--- config.mk ---
export PLATFORM = sky130hd
export DESIGN_NAME = cu8_ctrl
export DESIGN_NICKNAME = d
export VERILOG_FILES = /design/src/rtl/cu8_pkg.sv /design/src/rtl/cu8_decode.sv /design/src/rtl/cu8_seq.sv /design/src/rtl/cu8_outgen.sv /design/src/rtl/cu8_ctrl.sv
export SDC_FILE = /design/constraint.sdc
export NUM_CORES = 1
export LEC_CHECK = 0
export BUFFER_PORTS_ARGS = -buffer_cell sky130_fd_sc_hd__buf_2
export CAP_MARGIN = 30
export CORE_UTILIZATION = 45
export CTS_CLUSTER_SIZE = 30
export DETAILED_ROUTE_END_ITERATION = 12
export GPL_ROUTABILITY_DRIVEN = 0
export PLACE_DENSITY = 0.77
export SETUP_SLACK_MARGIN = 0.1
export SYNTH_ARGS = -nofsm -noshare
export SYNTH_HDL_FRONTEND = slang
export SYNTH_SLANG_ARGS = --single-unit
export TNS_END_PERCENT = 1
--- constraint.sdc ---
create_clock -name clk -period 2.1 [get_ports clk]
set_clock_uncertainty 0.2 [all_clocks]
set_input_delay 0.105 -clock clk [delete_from_list [all_inputs] [get_ports clk]]
set_output_delay 0.105 -clock clk [all_outputs]
set_load 0.05 [all_outputs]
--- src/rtl/cu8_pkg.sv ---
package cu8_pkg;
    localparam int CU_IW    = 8;
    localparam int CU_RW    = 3;
    localparam int CU_OPW   = CU_IW - 1 - CU_RW;
    localparam int CU_SRCW  = CU_RW + 1;
    localparam int CU_CODEW = CU_IW - 2 - CU_RW;

    localparam logic [CU_SRCW-1:0] SRC_MEM  = CU_SRCW'(1 << CU_RW);
    localparam logic [CU_RW-1:0]   REG_ACC  = CU_RW'(0);
    localparam logic [CU_RW-1:0]   REG_ADDR = CU_RW'(6);
    localparam logic [CU_RW-1:0]   REG_PC   = CU_RW'(7);

    localparam logic [CU_CODEW-1:0] OPC_LOAD  = 3'd0;
    localparam logic [CU_CODEW-1:0] OPC_STORE = 3'd1;
    localparam logic [CU_CODEW-1:0] OPC_BZ    = 3'd2;
    localparam logic [CU_CODEW-1:0] OPC_BC    = 3'd3;
    localparam logic [CU_CODEW-1:0] OPC_BN    = 3'd4;
    localparam logic [CU_CODEW-1:0] OPC_HALT  = 3'd7;

    typedef enum logic [2:0] {
        ST_FETCH,
        ST_EXEC,
        ST_LOAD_X,
        ST_BR_X,
        ST_HALT
    } cu_state_t;

    typedef enum logic [2:0] {
        K_ALU,
        K_MOVE,
        K_LOAD,
        K_STORE,
        K_BRANCH,
        K_HALT,
        K_NOP
    } cu_kind_t;
endpackage

--- src/rtl/cu8_decode.sv ---
module cu8_decode
    import cu8_pkg::*;
(
    input  logic [CU_IW-1:CU_RW] op_i,
    input  logic                 flag_z_i,
    input  logic                 flag_c_i,
    input  logic                 flag_n_i,
    output cu_kind_t             kind_o,
    output logic                 cond_o
);
    logic [CU_CODEW-1:0] code;
    assign code = op_i[CU_RW+CU_CODEW-1:CU_RW];

    always_comb begin
        if (op_i[CU_IW-1]) begin
            kind_o = K_ALU;
        end else if (op_i[CU_IW-2]) begin
            kind_o = K_MOVE;
        end else begin
            unique case (code)
                OPC_LOAD:              kind_o = K_LOAD;
                OPC_STORE:             kind_o = K_STORE;
                OPC_BZ, OPC_BC, OPC_BN: kind_o = K_BRANCH;
                OPC_HALT:              kind_o = K_HALT;
                default:               kind_o = K_NOP;
            endcase
        end
    end

    always_comb begin
        unique case (code)
            OPC_BZ:  cond_o = flag_z_i;
            OPC_BC:  cond_o = flag_c_i;
            OPC_BN:  cond_o = flag_n_i;
            default: cond_o = 1'b0;
        endcase
    end
endmodule

--- src/rtl/cu8_seq.sv ---
module cu8_seq
    import cu8_pkg::*;
(
    input  logic             clk,
    input  logic             rst_n,
    input  logic [CU_IW-1:0] rom_data_i,
    input  cu_kind_t         kind_i,
    input  logic             cond_i,
    output cu_state_t        state_o,
    output logic [CU_IW-1:0] ir_o,
    output logic             taken_o
);
    cu_state_t state_q, state_d;

    always_comb begin
        state_d = state_q;
        unique case (state_q)
            ST_FETCH: state_d = ST_EXEC;
            ST_EXEC: begin
                unique case (kind_i)
                    K_LOAD:   state_d = ST_LOAD_X;
                    K_BRANCH: state_d = ST_BR_X;
                    K_HALT:   state_d = ST_HALT;
                    default:  state_d = ST_FETCH;
                endcase
            end
            ST_LOAD_X: state_d = ST_FETCH;
            ST_BR_X:   state_d = ST_FETCH;
            ST_HALT:   state_d = ST_HALT;
            default:   state_d = ST_FETCH;
        endcase
    end

    always_ff @(posedge clk) begin
        if (!rst_n) begin
            state_q <= ST_FETCH;
            ir_o    <= '0;
            taken_o <= 1'b0;
        end else begin
            state_q <= state_d;
            if (state_q == ST_FETCH) ir_o <= rom_data_i;
            if (state_q == ST_EXEC)  taken_o <= cond_i;
        end
    end

    assign state_o = state_q;

    a_r9_halt_sticky: assert property (@(posedge clk) disable iff (!rst_n)
        (state_q == ST_HALT) |=> (state_q == ST_HALT));
    a_r2_ir_held: assert property (@(posedge clk) disable iff (!rst_n)
        (state_q != ST_FETCH) |=> $stable(ir_o));
    a_r5_load_stretch: assert property (@(posedge clk) disable iff (!rst_n)
        (state_q == ST_EXEC && kind_i == K_LOAD) |=> (state_q == ST_LOAD_X));
endmodule

--- src/rtl/cu8_outgen.sv ---
module cu8_outgen
    import cu8_pkg::*;
(
    input  cu_state_t          state_i,
    input  cu_kind_t           kind_i,
    input  logic [CU_IW-1:0]   ir_i,
    input  logic               taken_i,
    output logic               ir_load_o,
    output logic [CU_SRCW-1:0] bus_src_o,
    output logic [CU_RW-1:0]   bus_dst_o,
    output logic               dst_we_o,
    output logic [CU_OPW-1:0]  alu_op_o,
    output logic               alu_we_o,
    output logic               mem_rd_o,
    output logic               mem_wr_o,
    output logic               pc_inc_o
);
    logic [CU_RW-1:0] f_lo, f_hi;
    assign f_lo = ir_i[CU_RW-1:0];
    assign f_hi = ir_i[2*CU_RW-1:CU_RW];

    always_comb begin
        ir_load_o = 1'b0;
        bus_src_o = '0;
        bus_dst_o = '0;
        dst_we_o  = 1'b0;
        alu_op_o  = '0;
        alu_we_o  = 1'b0;
        mem_rd_o  = 1'b0;
        mem_wr_o  = 1'b0;
        pc_inc_o  = 1'b0;
        unique case (state_i)
            ST_FETCH: ir_load_o = 1'b1;
            ST_EXEC: begin
                unique case (kind_i)
                    K_ALU: begin
                        alu_op_o  = ir_i[CU_IW-2:CU_RW];
                        bus_src_o = {1'b0, f_lo};
                        alu_we_o  = 1'b1;
                        pc_inc_o  = 1'b1;
                    end
                    K_MOVE: begin
                        bus_src_o = {1'b0, f_lo};
                        bus_dst_o = f_hi;
                        dst_we_o  = 1'b1;
                        pc_inc_o  = (f_hi != REG_PC);
                    end
                    K_LOAD:  mem_rd_o = 1'b1;
                    K_STORE: begin
                        bus_src_o = {1'b0, f_lo};
                        mem_wr_o  = 1'b1;
                        pc_inc_o  = 1'b1;
                    end
                    K_NOP:   pc_inc_o = 1'b1;
                    default: pc_inc_o = 1'b0;
                endcase
            end
            ST_LOAD_X: begin
                bus_src_o = SRC_MEM;
                bus_dst_o = REG_ACC;
                dst_we_o  = 1'b1;
                pc_inc_o  = 1'b1;
            end
            ST_BR_X: begin
                if (taken_i) begin
                    bus_src_o = {1'b0, REG_ADDR};
                    bus_dst_o = REG_PC;
                    dst_we_o  = 1'b1;
                end else begin
                    pc_inc_o  = 1'b1;
                end
            end
            default: pc_inc_o = 1'b0;
        endcase
    end

    always_comb begin
        a_r11_one_strobe: assert ($onehot0({mem_rd_o, mem_wr_o, alu_we_o, dst_we_o}));
    end
endmodule

--- src/rtl/cu8_ctrl.sv ---
module cu8_ctrl
    import cu8_pkg::*;
(
    input  logic               clk,
    input  logic               rst_n,
    input  logic [CU_IW-1:0]   rom_data_i,
    input  logic               flag_z_i,
    input  logic               flag_c_i,
    input  logic               flag_n_i,
    output logic [CU_IW-1:0]   ir_o,
    output logic               ir_load_o,
    output logic [CU_SRCW-1:0] bus_src_o,
    output logic [CU_RW-1:0]   bus_dst_o,
    output logic               dst_we_o,
    output logic [CU_OPW-1:0]  alu_op_o,
    output logic               alu_we_o,
    output logic               mem_rd_o,
    output logic               mem_wr_o,
    output logic               pc_inc_o
);
    cu_state_t state;
    cu_kind_t  kind;
    logic      cond, taken;

    cu8_decode u_dec (
        .op_i     (ir_o[CU_IW-1:CU_RW]),
        .flag_z_i (flag_z_i),
        .flag_c_i (flag_c_i),
        .flag_n_i (flag_n_i),
        .kind_o   (kind),
        .cond_o   (cond)
    );

    cu8_seq u_seq (
        .clk        (clk),
        .rst_n      (rst_n),
        .rom_data_i (rom_data_i),
        .kind_i     (kind),
        .cond_i     (cond),
        .state_o    (state),
        .ir_o       (ir_o),
        .taken_o    (taken)
    );

    cu8_outgen u_out (
        .state_i   (state),
        .kind_i    (kind),
        .ir_i      (ir_o),
        .taken_i   (taken),
        .ir_load_o (ir_load_o),
        .bus_src_o (bus_src_o),
        .bus_dst_o (bus_dst_o),
        .dst_we_o  (dst_we_o),
        .alu_op_o  (alu_op_o),
        .alu_we_o  (alu_we_o),
        .mem_rd_o  (mem_rd_o),
        .mem_wr_o  (mem_wr_o),
        .pc_inc_o  (pc_inc_o)
    );

    a_r2_fetch_latch: assert property (@(posedge clk) disable iff (!rst_n)
        ir_load_o |=> (ir_o == $past(rom_data_i)));
    a_r2_fetch_once: assert property (@(posedge clk) disable iff (!rst_n)
        ir_load_o |=> !ir_load_o);
    a_r5_load_writeback: assert property (@(posedge clk) disable iff (!rst_n)
        mem_rd_o |=> (dst_we_o && bus_src_o == SRC_MEM && bus_dst_o == REG_ACC && pc_inc_o));
    a_r7_jump_holds_pc: assert property (@(posedge clk) disable iff (!rst_n)
        (dst_we_o && bus_dst_o == REG_PC) |-> !pc_inc_o);
endmodule

==> flow_summary_export.csv, run 1 <==
group,metric,value,unit
clocking,cts_sinks,12,
worst_setup_path,path_class,"reg2out",
synthesis,yosysUniqueCellTypes,33,
drt,drt_iter0_drc,10,
worst_hold_path,min_from,"flag_c_i",
finish,regArea,249.0,sq um
worst_setup_path,r2r_start,"u_seq.state_o[0]$_SDFF_PN0_",
drt,drt_pass1_iterations,4,
worst_hold_path,holdPathEnd,"u_seq.taken_o$_SDFFE_PN0P_",
floorplanning,die_h,44.84,microns
floorplanning,initial_core_util,47.83,%
drt,post-route-drc-count,0,
worst_setup_path,ff2ff_path_depth,4,
global_routing,grt_max_degree,15,
power_and_ir_drop,pwr-share-clk,20.7,%
clocking,clock_path_buffers,2,
timing,fin_crit,1.925,ns
worst_setup_path,cpLargestDelayFamily,"flip-flops",
synthesis,yosysSeqAreaShare,29.09,%
synthesis,syn_inst,100,
drt,vias,833,
finish,drive_gt1_share,45.45,%
synthesis,synth_area_per_cell,8.258,sq um
drt,ant_nets,0,
power_and_ir_drop,powerDensity,745.4,nW/um^2
worst_setup_path,crit_fanout,9,
clocking,clk_latency,0.27,ns
global_routing,grt_pass1_vias,742,
worst_setup_path,reg2reg_to,"u_seq.state_o[2]$_SDFF_PN0_",
finish,multi_input_area,540.5,sq um
run,maxCapViolCount,0,
power_and_ir_drop,switching_share,42.95,%
power_and_ir_drop,p_seq_share,35.0,%
placed_design,place_area,1011,sq um
power_and_ir_drop,p_switching,0.3721,mW
power_and_ir_drop,ir_drop,0.5278,mV
global_routing,grt_pass1_wl,3174,microns
finish,syn2layout_area_growth,40.76,%
finish,nets,157,
floorplanning,num_io_pins,38,
synthesis,synth-seq-cells,12,
drt,maxUsedRoutingLayer,"met4",
synthesis,yosys.area.top_type,"dfxtp_1",
global_routing,antenna_found_initial,0,
worst_setup_path,crit_chain,"nor2b_1, mux2_2, nand2_1, nor2_1, buf_2",
finish,final_area,1162,sq um
drt,dr_wl_met3,82,microns
placed_design,pre_cts_ws,0.3442,ns
worst_hold_path,min_path_type,"in2reg",
timing,fmax,519.6,MHz
global_routing,grt_use_total,21.47,%
worst_setup_path,rrSetupSlack,0.62,ns
drt,wl_per_cell,11.36,microns
worst_setup_path,slowest_delay,0.49,ns
timing,setup_viol,0,
worst_hold_path,hold_depth,4,
finish,antennaDiodeCount,0,
timing,rsz0062_at_grt,"yes",
synthesis,syn_area,825.8,sq um
floorplanning,coreArea,1727,sq um
clocking,cts_made_buffers,3,
synthesis,yosysMostFrequentCell,"nand2_1",
power_and_ir_drop,intPower,0.4943,mW
drt,viasPerCell,4.958,
timing,worstMarginPinSlew,0.2861,ns
worst_setup_path,crit_arrival,1.62,ns
timing,setup_slack,0.1753,ns
worst_setup_path,critPathRequiredTime,1.79,ns
power_and_ir_drop,comb_power_share,44.3,%
clocking,root_buffer,"clkbuf_4",
floorplanning,die_x,44.84,microns
placed_design,port_buffers,37,
worst_setup_path,cp.buffers_inverters,1,
placed_design,hpwl,1407,microns
drt,routed_wirelength,1909,microns
worst_setup_path,end_kind,"output port",
synthesis,synth_flop_cell,"dfxtp_1",
synthesis,synth_edf_count,0,
worst_setup_path,start_kind,"register",
synthesis,synth_top_area_share,29.09,%
synthesis,postSynth.asyncResetShare,0,%
floorplanning,placementRows,15,
drt,drt-met1-wl,852,microns
power_and_ir_drop,power.leakage,0.5481,nW
timing,slew_viol_final,0,
status,outcome,"completed",
synthesis,synth_common_cells,"nand2_1, dfxtp_1, a21boi_2, nor2_1, and2_1",
clocking,ctsHtreeMaxLevel,1,
worst_setup_path,slowest_stage,"dfxtp_1",
timing,hold_viol,0,
timing,fin_crit_sh,91.65,%
timing,fin_tns_setup,0,ns
synthesis,syn_nets,113,
floorplanning,dieArea,2010,sq um
clocking,clk_pin_slew,0.07,ns
drt,wl_met2,940,microns
timing,slew_headroom,80.90,%
synthesis,synthTopCellsByArea,"dfxtp_1, a21boi_2, nand2_1",
global_routing,grt_overflow,0,
synthesis,ys.warnings.count,0,
finish,num-fill-cells,160,
clocking,tritoncts,"yes",
[stage by stage]
step,total power [mW],hold slack (ns),util [%],instances
2_1_floorplan,0.6080,0.03168,-,100
3_3_place_gp,0.6618,0.1462,58.55,155
3_5_place_dp,0.6691,0.1511,58.55,155
6_report,0.8664,0.06022,67.32,168
4_1_cts,0.8660,0.06446,66.30,168
5_1_grt,0.9184,0.06913,67.32,168
[cell type report]
type / count / area share (%)
multi-input combinational: 79 / 46.50
timing repair buffer: 46 / 24.54
sequential: 12 / 21.42
clock buffer: 4 / 3.122
tap: 25 / 2.691
inverter: 2 / 1.722
[registers in the layout, summed over array words and instances, names as in the netlist]
register	count
u_seq.ir_o	8
u_seq.state_o	3
u_seq.taken_o	1
[worst min-delay path, stage by stage]
cell,delay (ns)
buf_2,0.10
nand3_1,0.07
o21a_1,0.15
a21oi_1,0.07
[power groups by stage]
stage               clock network (mW)  logic (mW)  registers [mW]
global placement                     0       0.358           0.304
CTS                              0.183       0.381           0.302
global route                     0.195       0.413           0.310
finish                           0.179       0.384           0.303
floorplan                            0       0.268           0.340
detailed placement                   0       0.363           0.306
[layout by cell type, fill, tap and decap left out, types with 4 or more instances in the layout]
cell type	instances
buf_2	33
nand2_1	18
dlygate4sd3_1	9
nor2_1	8
a21boi_2	8
dfxtp_1	7
and2_1	6
clkbuf_4	6
nor2b_1	4
dfxtp_2	4
[per-layer routing]
layer	up-vias	global-route usage (%)
met5	-	0
met4	0	9.091
met3	5	1.200
met2	32	37.94
met1	369	27.03
li1	427	-
[kinds of logic after synthesis]
family / Yosys count / synth area share, %
simple gates: 52 / 34.54
buf+inv: 9 / 8.333
flops: 12 / 29.09
xor+xnor: 2 / 2.122
compound gates: 24 / 24.55
mux: 1 / 1.364
[worst max-delay path by stage]
stage	start	to	slack [ns]	depth (start not counted)
3_3_place_gp	u_seq.ir_o[5]$_SDFFE_PN0P_	pc_inc_o	0.35	5
2_1_floorplan	u_seq.ir_o[3]$_SDFFE_PN0P_	mem_rd_o	-0.32	3
3_5_place_dp	u_seq.ir_o[5]$_SDFFE_PN0P_	pc_inc_o	0.34	5
5_1_grt	u_seq.ir_o[6]$_SDFFE_PN0P_	pc_inc_o	0.06	5
4_1_cts	u_seq.state_o[0]$_SDFF_PN0_	bus_dst_o[0]	0.07	5
6_report	u_seq.ir_o[6]$_SDFFE_PN0P_	bus_dst_o[1]	0.18	5
[timing repair]
action                     4_1_cts  5_1_grt
setup endpoints to repair        8       14
cloned                           0        0
gates resized for setup          3       10
hold endpoints to repair        12        0
setup buffers                    0        0
pin swaps                        0        1
hold buffers                     9        0
(Power assumes the default switching activity.)
==> run 2, diff against run 1 <==
clock period = 2 ns   (was 2.1 ns; I/O delays follow)
==> run 2 against run 1 <==
Combinational power rose by 21%; count of clock-buffer cells in the layout did not move; cell area rose by 13%; die area did not move; clock power rose by 4%; via count rose by 4.3%; setup slack improved by 0.0026 ns; sequential power rose by 6%; non-clock buffer count rose by 8; flip-flop and latch count did not move; utilization rose by 8.8 points; critical path type unchanged; largest cell class unchanged.
==> flow_summary_export.csv, run 2 (same netlist as run 1, synthesis figures left out) <==
group,metric,value,unit
placed_design,place_area,1059,sq um
global_routing,antenna_found_initial,0,
drt,routed_wirelength,2142,microns
global_routing,grt_max_degree,15,
status,outcome,"completed",
power_and_ir_drop,ir_drop,0.5508,mV
finish,antennaDiodeCount,0,
timing,setup_slack,0.1779,ns
global_routing,grt_overflow,0,
finish,utilization,76.09,%
run,maxCapViolCount,0,
timing,fmax,548.8,MHz
finish,drive_gt1_share,58.94,%
timing,fin_crit_sh,91.11,%
timing,fin_tns_setup,0,ns
worst_setup_path,crit_fanout,7,
placed_design,hpwl,1423,microns
floorplanning,die_h,44.84,microns
floorplanning,placementRows,15,
power_and_ir_drop,total_power,0.9730,mW
drt,ant_nets,0,
clocking,cts_made_buffers,3,
timing,hold_viol,0,
floorplanning,num_io_pins,38,
timing,worstMarginPinSlew,0.2546,ns
drt,vias,869,
placed_design,pre_cts_ws,0.2464,ns
worst_setup_path,end_kind,"output port",
worst_setup_path,cp.buffers_inverters,1,
global_routing,grt_use_total,22.39,%
drt,drt_pass1_iterations,4,
worst_setup_path,slowest_delay,0.38,ns
finish,nets,165,
placed_design,dp.cells,155,
drt,wl_per_cell,12.17,microns
worst_setup_path,crit_arrival,1.52,ns
clocking,cts_sinks,12,
worst_setup_path,critPathRequiredTime,1.70,ns
clocking,clk_pin_slew,0.07,ns
worst_hold_path,min_path_type,"in2reg",
timing,setup_viol,0,
power_and_ir_drop,powerDensity,740.6,nW/um^2
finish,mostFrequentLayoutCells,"buf_2, nand2_1, clkbuf_4",
timing,holdWs,0.06991,ns
finish,regMostFlops,"u_seq.ir_o",
clocking,root_buffer,"clkbuf_4",
finish,final_cells,176,
timing,fin_crit,1.822,ns
worst_setup_path,slowest_stage,"dfxtp_4",
finish,largest_reg_flops,8,
drt,drt_iter0_drc,8,
placed_design,port_buffers,37,
drt,viasPerCell,4.938,
timing,rsz0062_at_grt,"yes",
worst_setup_path,cpLargestDelayFamily,"simple AND/OR/NAND/NOR gates",
clocking,clk_latency,0.26,ns
finish,syn2layout_area_growth,59.09,%
floorplanning,initial_core_util,47.83,%
global_routing,grt_pass1_vias,761,
global_routing,grt_pass1_wl,3305,microns
power_and_ir_drop,power.leakage,0.6014,nW
timing,slew_headroom,83.03,%
floorplanning,dieArea,2010,sq um
floorplanning,die_x,44.84,microns
timing,slew_viol_final,0,
worst_setup_path,crit_chain,"nor2b_2, and3_2, a211o_1, buf_2",
clocking,tritoncts,"yes",
finish,layout_commonest_cell,"buf_2",
clocking,ctsHtreeMaxLevel,1,
finish,final_area,1314,sq um
floorplanning,coreArea,1727,sq um
worst_setup_path,start_kind,"register",
clocking,clock_path_buffers,2,
worst_setup_path,path_class,"reg2out",
drt,post-route-drc-count,0,
[run 2: changes by cell type in the layout (fill, tap and decap cells not counted), moves of 2 or more]
cell	delta
nor2_2	+3
and2_2	+4
nor2_1	-3
buf_4	+9
dfxtp_1	-3
dfxtp_4	+4
and2_1	-4
nor3_1	-2
clkbuf_4	+6
buf_2	-8
nor3_2	+2
[run 2: area by class of cell]
type | instances | area [sq um]
Clock buffer | 4 | 36.28
Fill cell | 145 | 412.9
Inverter | 2 | 20.02
Multi-Input combinational cell | 79 | 594.3
Sequential cell | 12 | 262.8
Tap cell | 25 | 31.28
Timing Repair Buffer | 54 | 369.1
[run 2: timing repair]
action | CTS | global route
cloned | 0 | 0
endpoints found under the setup margin | 16 | 15
setup buffers | 0 | 8
hold endpoints to repair | 12 | 0
resized for setup | 3 | 24
hold buffers | 9 | 0
pin swaps | 0 | 1
[run 2: power breakdown]
group,switching (mW),internal (mW)
Combinational,0.284,0.180
Clock,0.0766,0.110
Sequential,0.0529,0.269
Total,0.414,0.559
[run 2: final timing paths]
path,start,end,slack (ns),cells after the start
setup / recovery,u_seq.state_o[0]$_SDFF_PN0_,dst_we_o,0.18,4
hold reg to reg,u_seq.ir_o[0]$_SDFFE_PN0P_,u_seq.ir_o[0]$_SDFFE_PN0P_,0.28,2
setup reg to reg,u_seq.ir_o[5]$_SDFFE_PN0P_,u_seq.state_o[0]$_SDFF_PN0_,0.52,5
hold / removal,flag_c_i,u_seq.taken_o$_SDFFE_PN0P_,0.07,4
[run 2: tightest hold or removal path, cell delays in order]
cell and delay (ns):
buf_2 0.10, nand3_1 0.07, o21a_1 0.15, a21oi_1 0.07
[run 2: metal layers]
metal / track usage [%] / vias to the layer above / part of all wire (%)
met4: 5.455 / 0 / 0
li1: - / 447 / -
met3: 2.400 / 0 / 3.7
met2: 39.41 / 29 / 52
met1: 29.24 / 393 / 44
met5: 0 / - / 0
